==> src/rtl/pxu_pkg.sv <==
package pxu_pkg;
  // operation select encodings
  localparam logic [3:0] OP_AND = 4'd0;
  localparam logic [3:0] OP_EOR = 4'd1;
  localparam logic [3:0] OP_SUB = 4'd2;
  localparam logic [3:0] OP_RSB = 4'd3;
  localparam logic [3:0] OP_ADD = 4'd4;
  localparam logic [3:0] OP_ADC = 4'd5;
  localparam logic [3:0] OP_SBC = 4'd6;
  localparam logic [3:0] OP_RSC = 4'd7;
  localparam logic [3:0] OP_TST = 4'd8;
  localparam logic [3:0] OP_TEQ = 4'd9;
  localparam logic [3:0] OP_CMP = 4'd10;
  localparam logic [3:0] OP_CMN = 4'd11;
  localparam logic [3:0] OP_ORR = 4'd12;
  localparam logic [3:0] OP_MOV = 4'd13;
  localparam logic [3:0] OP_BIC = 4'd14;
  localparam logic [3:0] OP_MVN = 4'd15;

  // condition encodings
  localparam logic [3:0] CC_EQ = 4'd0;
  localparam logic [3:0] CC_NE = 4'd1;
  localparam logic [3:0] CC_CS = 4'd2;
  localparam logic [3:0] CC_CC = 4'd3;
  localparam logic [3:0] CC_MI = 4'd4;
  localparam logic [3:0] CC_PL = 4'd5;
  localparam logic [3:0] CC_VS = 4'd6;
  localparam logic [3:0] CC_VC = 4'd7;
  localparam logic [3:0] CC_AL = 4'd14;

  // flag bit positions inside the 4-bit flag word
  localparam int FL_N = 3;
  localparam int FL_Z = 2;
  localparam int FL_C = 1;
  localparam int FL_V = 0;

  function automatic logic is_compare(input logic [3:0] op);
    return op[3:2] == 2'b10;
  endfunction

  function automatic logic is_arith(input logic [3:0] op);
    return (op inside {OP_SUB, OP_RSB, OP_ADD, OP_ADC, OP_SBC, OP_RSC, OP_CMP, OP_CMN});
  endfunction
endpackage

==> src/rtl/pxu_cond_check.sv <==
module pxu_cond_check
  import pxu_pkg::*;
(
  input  logic [3:0] cond,
  input  logic [3:0] flags,
  output logic       pass
);
  always_comb begin
    unique case (cond)
      CC_EQ:   pass = flags[FL_Z];
      CC_NE:   pass = ~flags[FL_Z];
      CC_CS:   pass = flags[FL_C];
      CC_CC:   pass = ~flags[FL_C];
      CC_MI:   pass = flags[FL_N];
      CC_PL:   pass = ~flags[FL_N];
      CC_VS:   pass = flags[FL_V];
      CC_VC:   pass = ~flags[FL_V];
      CC_AL:   pass = 1'b1;
      default: pass = 1'b0;  // unassigned codes never execute
    endcase
  end
endmodule

==> src/rtl/pxu_alu_core.sv <==
module pxu_alu_core
  import pxu_pkg::*;
#(
  parameter int DATA_W = 32
) (
  input  logic [3:0]        op,
  input  logic [DATA_W-1:0] a,
  input  logic [DATA_W-1:0] b,
  input  logic              carry_in,
  output logic [DATA_W-1:0] result,
  output logic              carry_out,
  output logic              ovf
);
  localparam int MSB = DATA_W - 1;

  logic [DATA_W-1:0] x, y;
  logic              ci;
  logic [DATA_W:0]   sum;

  // one adder serves all arithmetic forms; subtraction is x + ~y + ci
  always_comb begin
    unique case (op)
      OP_ADD, OP_CMN: begin x = a; y = b;  ci = 1'b0;     end
      OP_ADC:         begin x = a; y = b;  ci = carry_in; end
      OP_SUB, OP_CMP: begin x = a; y = ~b; ci = 1'b1;     end
      OP_SBC:         begin x = a; y = ~b; ci = carry_in; end
      OP_RSB:         begin x = b; y = ~a; ci = 1'b1;     end
      OP_RSC:         begin x = b; y = ~a; ci = carry_in; end
      default:        begin x = a; y = b;  ci = 1'b0;     end
    endcase
  end

  assign sum       = {1'b0, x} + {1'b0, y} + {{DATA_W{1'b0}}, ci};
  assign carry_out = sum[DATA_W];
  assign ovf       = (x[MSB] == y[MSB]) && (sum[MSB] != x[MSB]);

  always_comb begin
    unique case (op)
      OP_AND, OP_TST: result = a & b;
      OP_EOR, OP_TEQ: result = a ^ b;
      OP_ORR:         result = a | b;
      OP_MOV:         result = b;
      OP_BIC:         result = a & ~b;
      OP_MVN:         result = ~b;
      default:        result = sum[MSB:0];
    endcase
  end
endmodule

==> src/rtl/pxu_flag_next.sv <==
module pxu_flag_next
  import pxu_pkg::*;
#(
  parameter int DATA_W = 32
) (
  input  logic [3:0]        flags_q,
  input  logic [DATA_W-1:0] result,
  input  logic              arith,
  input  logic              carry,
  input  logic              ovf,
  output logic [3:0]        flags_d
);
  always_comb begin
    flags_d       = flags_q;
    flags_d[FL_N] = result[DATA_W-1];
    flags_d[FL_Z] = (result == '0);
    if (arith) begin
      flags_d[FL_C] = carry;
      flags_d[FL_V] = ovf;
    end
  end
endmodule

==> src/rtl/pred_exec_unit.sv <==
module pred_exec_unit
  import pxu_pkg::*;
#(
  parameter int DATA_W = 32
) (
  input  logic              clk,
  input  logic              rst_n,
  input  logic              in_valid,
  input  logic [3:0]        in_op,
  input  logic [3:0]        in_cond,
  input  logic              in_setf,
  input  logic [DATA_W-1:0] in_a,
  input  logic [DATA_W-1:0] in_b,
  output logic              out_valid,
  output logic              out_we,
  output logic [DATA_W-1:0] out_result,
  output logic [3:0]        out_flags
);
  logic              cond_pass;
  logic              cmp_op;
  logic [DATA_W-1:0] alu_res;
  logic              alu_c, alu_v;
  logic [3:0]        flags_d;

  logic              valid_q, we_q;
  logic [DATA_W-1:0] res_q;
  logic [3:0]        flags_q;

  logic              valid_d, we_d, res_en, flag_en;

  pxu_cond_check u_cond (
    .cond  (in_cond),
    .flags (flags_q),
    .pass  (cond_pass)
  );

  pxu_alu_core #(.DATA_W(DATA_W)) u_alu (
    .op        (in_op),
    .a         (in_a),
    .b         (in_b),
    .carry_in  (flags_q[FL_C]),
    .result    (alu_res),
    .carry_out (alu_c),
    .ovf       (alu_v)
  );

  pxu_flag_next #(.DATA_W(DATA_W)) u_fnext (
    .flags_q (flags_q),
    .result  (alu_res),
    .arith   (is_arith(in_op)),
    .carry   (alu_c),
    .ovf     (alu_v),
    .flags_d (flags_d)
  );

  assign cmp_op = is_compare(in_op);

  // next-state
  always_comb begin
    valid_d = in_valid;
    we_d    = in_valid & cond_pass & ~cmp_op;
    res_en  = we_d;
    flag_en = in_valid & cond_pass & (in_setf | cmp_op);
  end

  // registers
  always_ff @(posedge clk or negedge rst_n) begin
    if (!rst_n) begin
      valid_q <= 1'b0;
      we_q    <= 1'b0;
      res_q   <= '0;
      flags_q <= 4'b0000;
    end else begin
      valid_q <= valid_d;
      we_q    <= we_d;
      if (res_en)  res_q   <= alu_res;
      if (flag_en) flags_q <= flags_d;
    end
  end

  assign out_valid  = valid_q;
  assign out_we     = we_q;
  assign out_result = res_q;
  assign out_flags  = flags_q;
endmodule

==> config.mk <==
export PLATFORM = sky130hd
export DESIGN_NAME = pred_exec_unit
export DESIGN_NICKNAME = d
export VERILOG_FILES = /design/src/rtl/pxu_pkg.sv /design/src/rtl/pxu_cond_check.sv /design/src/rtl/pxu_alu_core.sv /design/src/rtl/pxu_flag_next.sv /design/src/rtl/pred_exec_unit.sv
export SDC_FILE = /design/constraint.sdc
export NUM_CORES = 1
export LEC_CHECK = 0
export BUFFER_PORTS_ARGS = -buffer_cell sky130_fd_sc_hd__buf_2
export CAP_MARGIN = 20
export CORE_MARGIN = 8
export CORE_UTILIZATION = 60
export DETAILED_ROUTE_END_ITERATION = 10
export PLACE_DENSITY = 0.84
export SLEW_MARGIN = 20
export SYNTH_ARGS = -nofsm -noshare
export SYNTH_HDL_FRONTEND = slang
export SYNTH_SLANG_ARGS = --single-unit
export TNS_END_PERCENT = 20
==> constraint.sdc <==
create_clock -name clk -period 10.1 [get_ports clk]
set_input_delay 0.505 -clock clk [delete_from_list [all_inputs] [get_ports clk]]
set_output_delay 0.505 -clock clk [all_outputs]
set_load 0.005 [all_outputs]
---- Word level (Yosys, flattened, before mapping) ----
Cells that the tools add are included.
operators by class
  $add $sub $neg .......................... 2
  equality and inequality tests ........... 26
  muxes and demuxes ....................... 5
  bitwise operators ....................... 15
  reductions and logical operators ........ 12
operators with widths
  kind                count
  $pmux 32 s6         1
  $and 32x32->32      2
  $not 32->32         2
  $pmux 32 s2         1
  $eq 4x4->1 const B  9
  $add 32x32->33      1
  $add 33x1->33       1
  $eq 4x3->1 const B  8
  $logic_not 32->1    1
  $mux 32             1
  $or 32x32->32       1
  $xor 32x32->32      1
  $eq 4x2->1 const B  4
  $pmux 1 s9          1
  $reduce_or 3->1     3
  $eq 4x1->1 const B  2
  $logic_not 4->1     2
  $reduce_bool 8->1   1
  $reduce_or 2->1     3
  $not 1->1           5
  $and 1x1->1         3
  $eq 2x2->1 const B  1
  $pmux 1 s2          1
  $reduce_and 2->1    1
  other kinds (4)     4
storage, ports and cells
  register bits after elaboration ......... 38
  output and inout bits ................... 38

---- Logic depth before layout (Yosys ltp) ----
  depth in word-level cells ............... 7
  depth in mapped cells ................... 23

---- Modules after synthesis ----
From an unflattened synthesis, not the netlist that was laid out.
unflattened totals
  cell total of the unflattened synthesis .. 926
  area, all modules ....................... 6,555.0 um^2
modules (own cells, without submodules)
  module          instances  cells an instance  area each (um^2)  seq. area each (um^2)
  pxu_alu_core    1          820                4,939.7           0.0
  pred_exec_unit  1          83                 1,443.9           950.9
  pxu_flag_next   1          14                 102.6             0.0
  pxu_cond_check  1          9                  68.8              0.0

---- Worst setup path after synthesis ----
No wires, ideal clock.
  kind .................................... in2reg
  start point ............................. in in_op[0]
  end point ............................... reg flags_q[2] (netlist: out_flags[2])
  library setup time ...................... 92 ps
  arrival time ............................ 5,399 ps
  data required time ...................... 10,008 ps
  slack ................................... 4,610 ps
  stages .................................. 22
  path through ............................ clkbuf_1 buf_2 buf_1 buf_2 buf_1 nor3_1 o21bai_1 clkbuf_1 nand2_1 o21ai_0 o21ai_0 ha_1 a21o_1 a31o_1 o211a_4 or3_1 a31o_1 a2111oi_2 and4_1 nand4_1 or4_1 o31ai_2
between the ends
  word-level cells in the longest chain between the ends .. 7
RTL lines
  what                                                          RTL line              text
  start, declared                                               pred_exec_unit.sv:9   input logic [3:0] in_op,
  $eq 4x2->1 (tied with other cells)                            pxu_alu_core.sv:22    unique case (op)
  $reduce_or 3->1 (no line) or $reduce_or 2->1 (tied branches)  n/a
  $pmux 32 s2 or $mux 32 (tied branches)                        pxu_alu_core.sv:22
  $add 32x32->33                                                pxu_alu_core.sv:33    assign sum = {1'b0, x} + {1'b0, y} + {{DATA_W{1'b0}}, ci};
  $add 33x1->33                                                 pxu_alu_core.sv:33
  $pmux 32 s6 (*)                                               pxu_alu_core.sv:38    unique case (op)
  $logic_not 32->1 (*)                                          pxu_flag_next.sv:16   flags_d[FL_Z] = (result == '0);
  end signal, assigned                                          pred_exec_unit.sv:77  if (flag_en) flags_q <= flags_d;
  end, declared                                                 pred_exec_unit.sv:27  logic [3:0] flags_q;
Every way passes the cells marked *; elsewhere a longest branch is shown, timed or not.
A chain may end at the register's enable or synchronous reset.

---- Worst setup path after layout ----
  start point ............................. in in_op[1]
  end point ............................... reg flags_q[2] (netlist: out_flags[2])
The elaborated chain is that of the path after synthesis.

==> impl_metrics.env <==
export IMPL_outcome="finished, final reports clean"
export IMPL_vias_per_cell=6.40
export IMPL_syn_area_per_cell_um2=6.52
export IMPL_post_route_min_period_ns=5.89
export IMPL_totalWireLength_mm=22.7
export IMPL_antenna_left=0
export IMPL_layout_setup_ws_ns=4.21
export IMPL_clockRootBuffer="clkbuf_16"
export IMPL_ys_flop_type="dfrtp_1"
export IMPL_cts_path_max_buffers=2
export IMPL_drcViolationCount=0
export IMPL_drv_slew=0
export IMPL_die_area_mm2=0.0153
export IMPL_dpl_hpwl_mm=17.3
export IMPL_overflow=0
export IMPL_hold_viol_final=0
export IMPL_powerDensity_mw_per_mm2=132
export IMPL_port_buffers=113
export IMPL_drtIter0Drc=694
export IMPL_antenna_cells=0
export IMPL_yosys_warnings=0
export IMPL_regToRegSetupSlack_ns=5.64
export IMPL_min_period_over_period=0.583
export IMPL_cap_violations=0
export IMPL_ys_types=69
export IMPL_irDropWorstVdd_v=0.000147
export IMPL_numCtsBuffers=5
export IMPL_clk_pin_slew_worst_paths_ns=0.06
export IMPL_dp_cells=1259
export IMPL_die_x_um=124
export IMPL_drt_pass1_iter_count=5
export IMPL_grt_setup_unrepaired="false"
export IMPL_syn2layout_area_growth_pct=10.3
export IMPL_drive_gt1_frac=0.138
export IMPL_globalplace_congestion=0.965
export IMPL_synthesis_nets=1209
export IMPL_worstPathArrival_ns=6.09
export IMPL_hold_buffers=0
export IMPL_synth_edf_count=0
export IMPL_r2r_cells=16
export IMPL_place_ws_ns=4.10
export IMPL_setup_violations=0
export IMPL_cts_tree="built"
export IMPL_relSlewSlack=0.303
export IMPL_wire_per_inst_um=17.9
export IMPL_fin_skew_ns=0.00900
export IMPL_fin_tns_setup_ns=0
export IMPL_start_util=0.613
export IMPL_num_io_pins=114
export IMPL_core_mm2=0.0114
export IMPL_rows=39
export IMPL_path_max_fanout=53
export IMPL_async_flop_share=1.00
export IMPL_grt_pass1_vias=7597
export IMPL_syn_inst=1068
export IMPL_fillCellCount=1086
export IMPL_grt_pass1_wl_mm=36.4
export IMPL_grt_max_degree=68
export IMPL_synth_seq_cells=38
export IMPL_crit_type="input pin to flip-flop"
export IMPL_die_h_um=124
export IMPL_power_leakage_nw=3.55
export IMPL_antenna_found_initial=0
export IMPL_cts_resized=0
export IMPL_final_cells=1267
export IMPL_layout_nets=1265
export IMPL_finalPower_mw=1.02
export IMPL_critPathLaunchType="input pin"
export IMPL_grt_usage=0.292
export IMPL_r2r_end="out_flags[2]"
export IMPL_vias=8114
export IMPL_netlist_area_mm2=0.00697
export IMPL_cts_sinks=38
export IMPL_tightest_slew_ns=1.05
export IMPL_synth_seq_area_share=0.137
export IMPL_max_freq_ghz=0.170
export IMPL_h_tree_depth=2
export IMPL_hp_class="input pin to asynchronous set/reset pin"
export IMPL_required_ns=10.30
export IMPL_post_cts_buffers=0
export IMPL_timing_rr_start="out_flags[1]"
export IMPL_clock_latency_ns=0.28
export IMPL_endpoint_kind="flip-flop"
-- cells in the mapped netlist (all sizes together), types with 4 or more instances --
cell    count  area (µm²)
a211oi      7        52.6
a21o        6        45.0
a21oi     100         500
a221oi      4        35.0
a22oi       7        52.6
a31oi       6        37.5
and2        4        25.0
and3       10        62.6
buf        21        90.1
clkbuf     53         199
dfrtp      38         951
ha         63         788
inv        78         293
mux2       14         158
mux2i      15         150
nand2     147         552
nand2b      6        37.5
nand3      32         160
nand3b      4        30.0
nand4      12        75.1
nor2       76         285
nor2b       9        56.3
nor3       46         230
nor3b       4        30.0
nor4        6        37.5
o211ai      8        60.1
o21a        7        52.6
o21ai     145         726
o221ai      9        78.8
o22ai      12        75.1
o31a        5        43.8
o31ai      15         118
or3         8        50.1
xnor2       9        78.8
xor2       27         236
-- sequential cells by signal, summed over array words and instances, names as in the netlist --
register	flops
out_we	1
out_valid	1
out_flags	4
out_result	32
-- cell type report --
type | instances | area [µm²] | share of cell area
Multi-Input combinational cell | 878 | 5460 | 0.711
Sequential cell | 38 | 951 | 0.124
Timing Repair Buffer | 123 | 661 | 0.0860
Inverter | 78 | 293 | 0.0381
Tap cell | 143 | 179 | 0.0233
Clock buffer | 5 | 125 | 0.0163
Clock inverter | 2 | 10.0 | 0.00130
-- power breakdown --
group	total, mW	switching [mW]	internal (mW)
Combinational	0.606	0.356	0.249
Sequential	0.262	0.0409	0.221
Clock	0.149	0.0596	0.0891
Total	1.02	0.457	0.560
-- how the worst max path moves through the flow --
stage | from | endpoint | cells past startpoint
after floorplan | in_op[0] | out_flags[2] | 22
after global placement | in_op[1] | out_flags[2] | 19
after detailed placement | in_op[1] | out_flags[2] | 19
after CTS | in_op[1] | out_flags[2] | 19
after global routing | in_op[1] | out_flags[2] | 19
final | in_op[1] | out_flags[2] | 19
-- critical path: stages --
cell,delay (ns)
buf_2,0.09
buf_4,0.55
nand2_1,0.24
or2_2,0.60
buf_4,0.38
o21ai_0,0.27
fa_1,0.23
inv_1,0.07
fa_1,0.46
nor2b_1,0.24
o2111ai_1,0.15
a21oi_1,0.24
o21ai_1,0.25
a21oi_1,0.41
nor4_1,0.11
a311oi_1,0.35
nand4_1,0.18
or4_1,0.51
o31ai_2,0.22
-- kinds of logic (layout without fill, tap and decap cells) --
group,after synthesis,in the layout,share of synthesized area
and+or+nand+nor,376,376,0.248
AOI/OAI and AO/OA,372,372,0.324
buffers and inverters,152,208,0.0835
adders and majority gates,65,65,0.119
DFF,38,38,0.137
xor gates and xnor gates,36,36,0.0453
muxes,29,29,0.0442
-- cells in the final DEF (no fill, tap or decap), drive strengths merged, types with 4 or more instances in the layout --
cell,n
nor2,76
and2,4
nand3,32
buf,123
o31a,5
a21oi,100
clkbuf,5
mux2,14
o22ai,12
nand4,12
o31ai,15
and3,10
nor3,46
dfrtp,38
a211oi,7
a22oi,7
mux2i,15
or3,8
o211ai,8
nand3b,4
a21o,6
nor2b,9
o21ai,145
xnor2,9
o21a,7
a221oi,4
nand2b,6
nor3b,4
a31oi,6
nor4,6
inv,78
ha,63
o221ai,9
xor2,27
nand2,147
-- routing by layer --
metal,vias up,share of wire,track usage
li1,3969,-,-
met1,3663,0.38,0.341
met2,385,0.48,0.491
met3,97,0.076,0.0422
met4,0,0.066,0.193
met5,-,0,0
-- stage by stage --
stage	hold slack (ns)	area [µm²]	utilization
CTS	0.343	7650	0.673
global route	0.346	7680	0.675
finish	0.313	7680	0.675
floorplan	0.209	6970	-
detailed placement	0.496	7520	0.661
global placement	0.487	7520	0.661
Note: power is estimated with default switching activity, not from simulation.
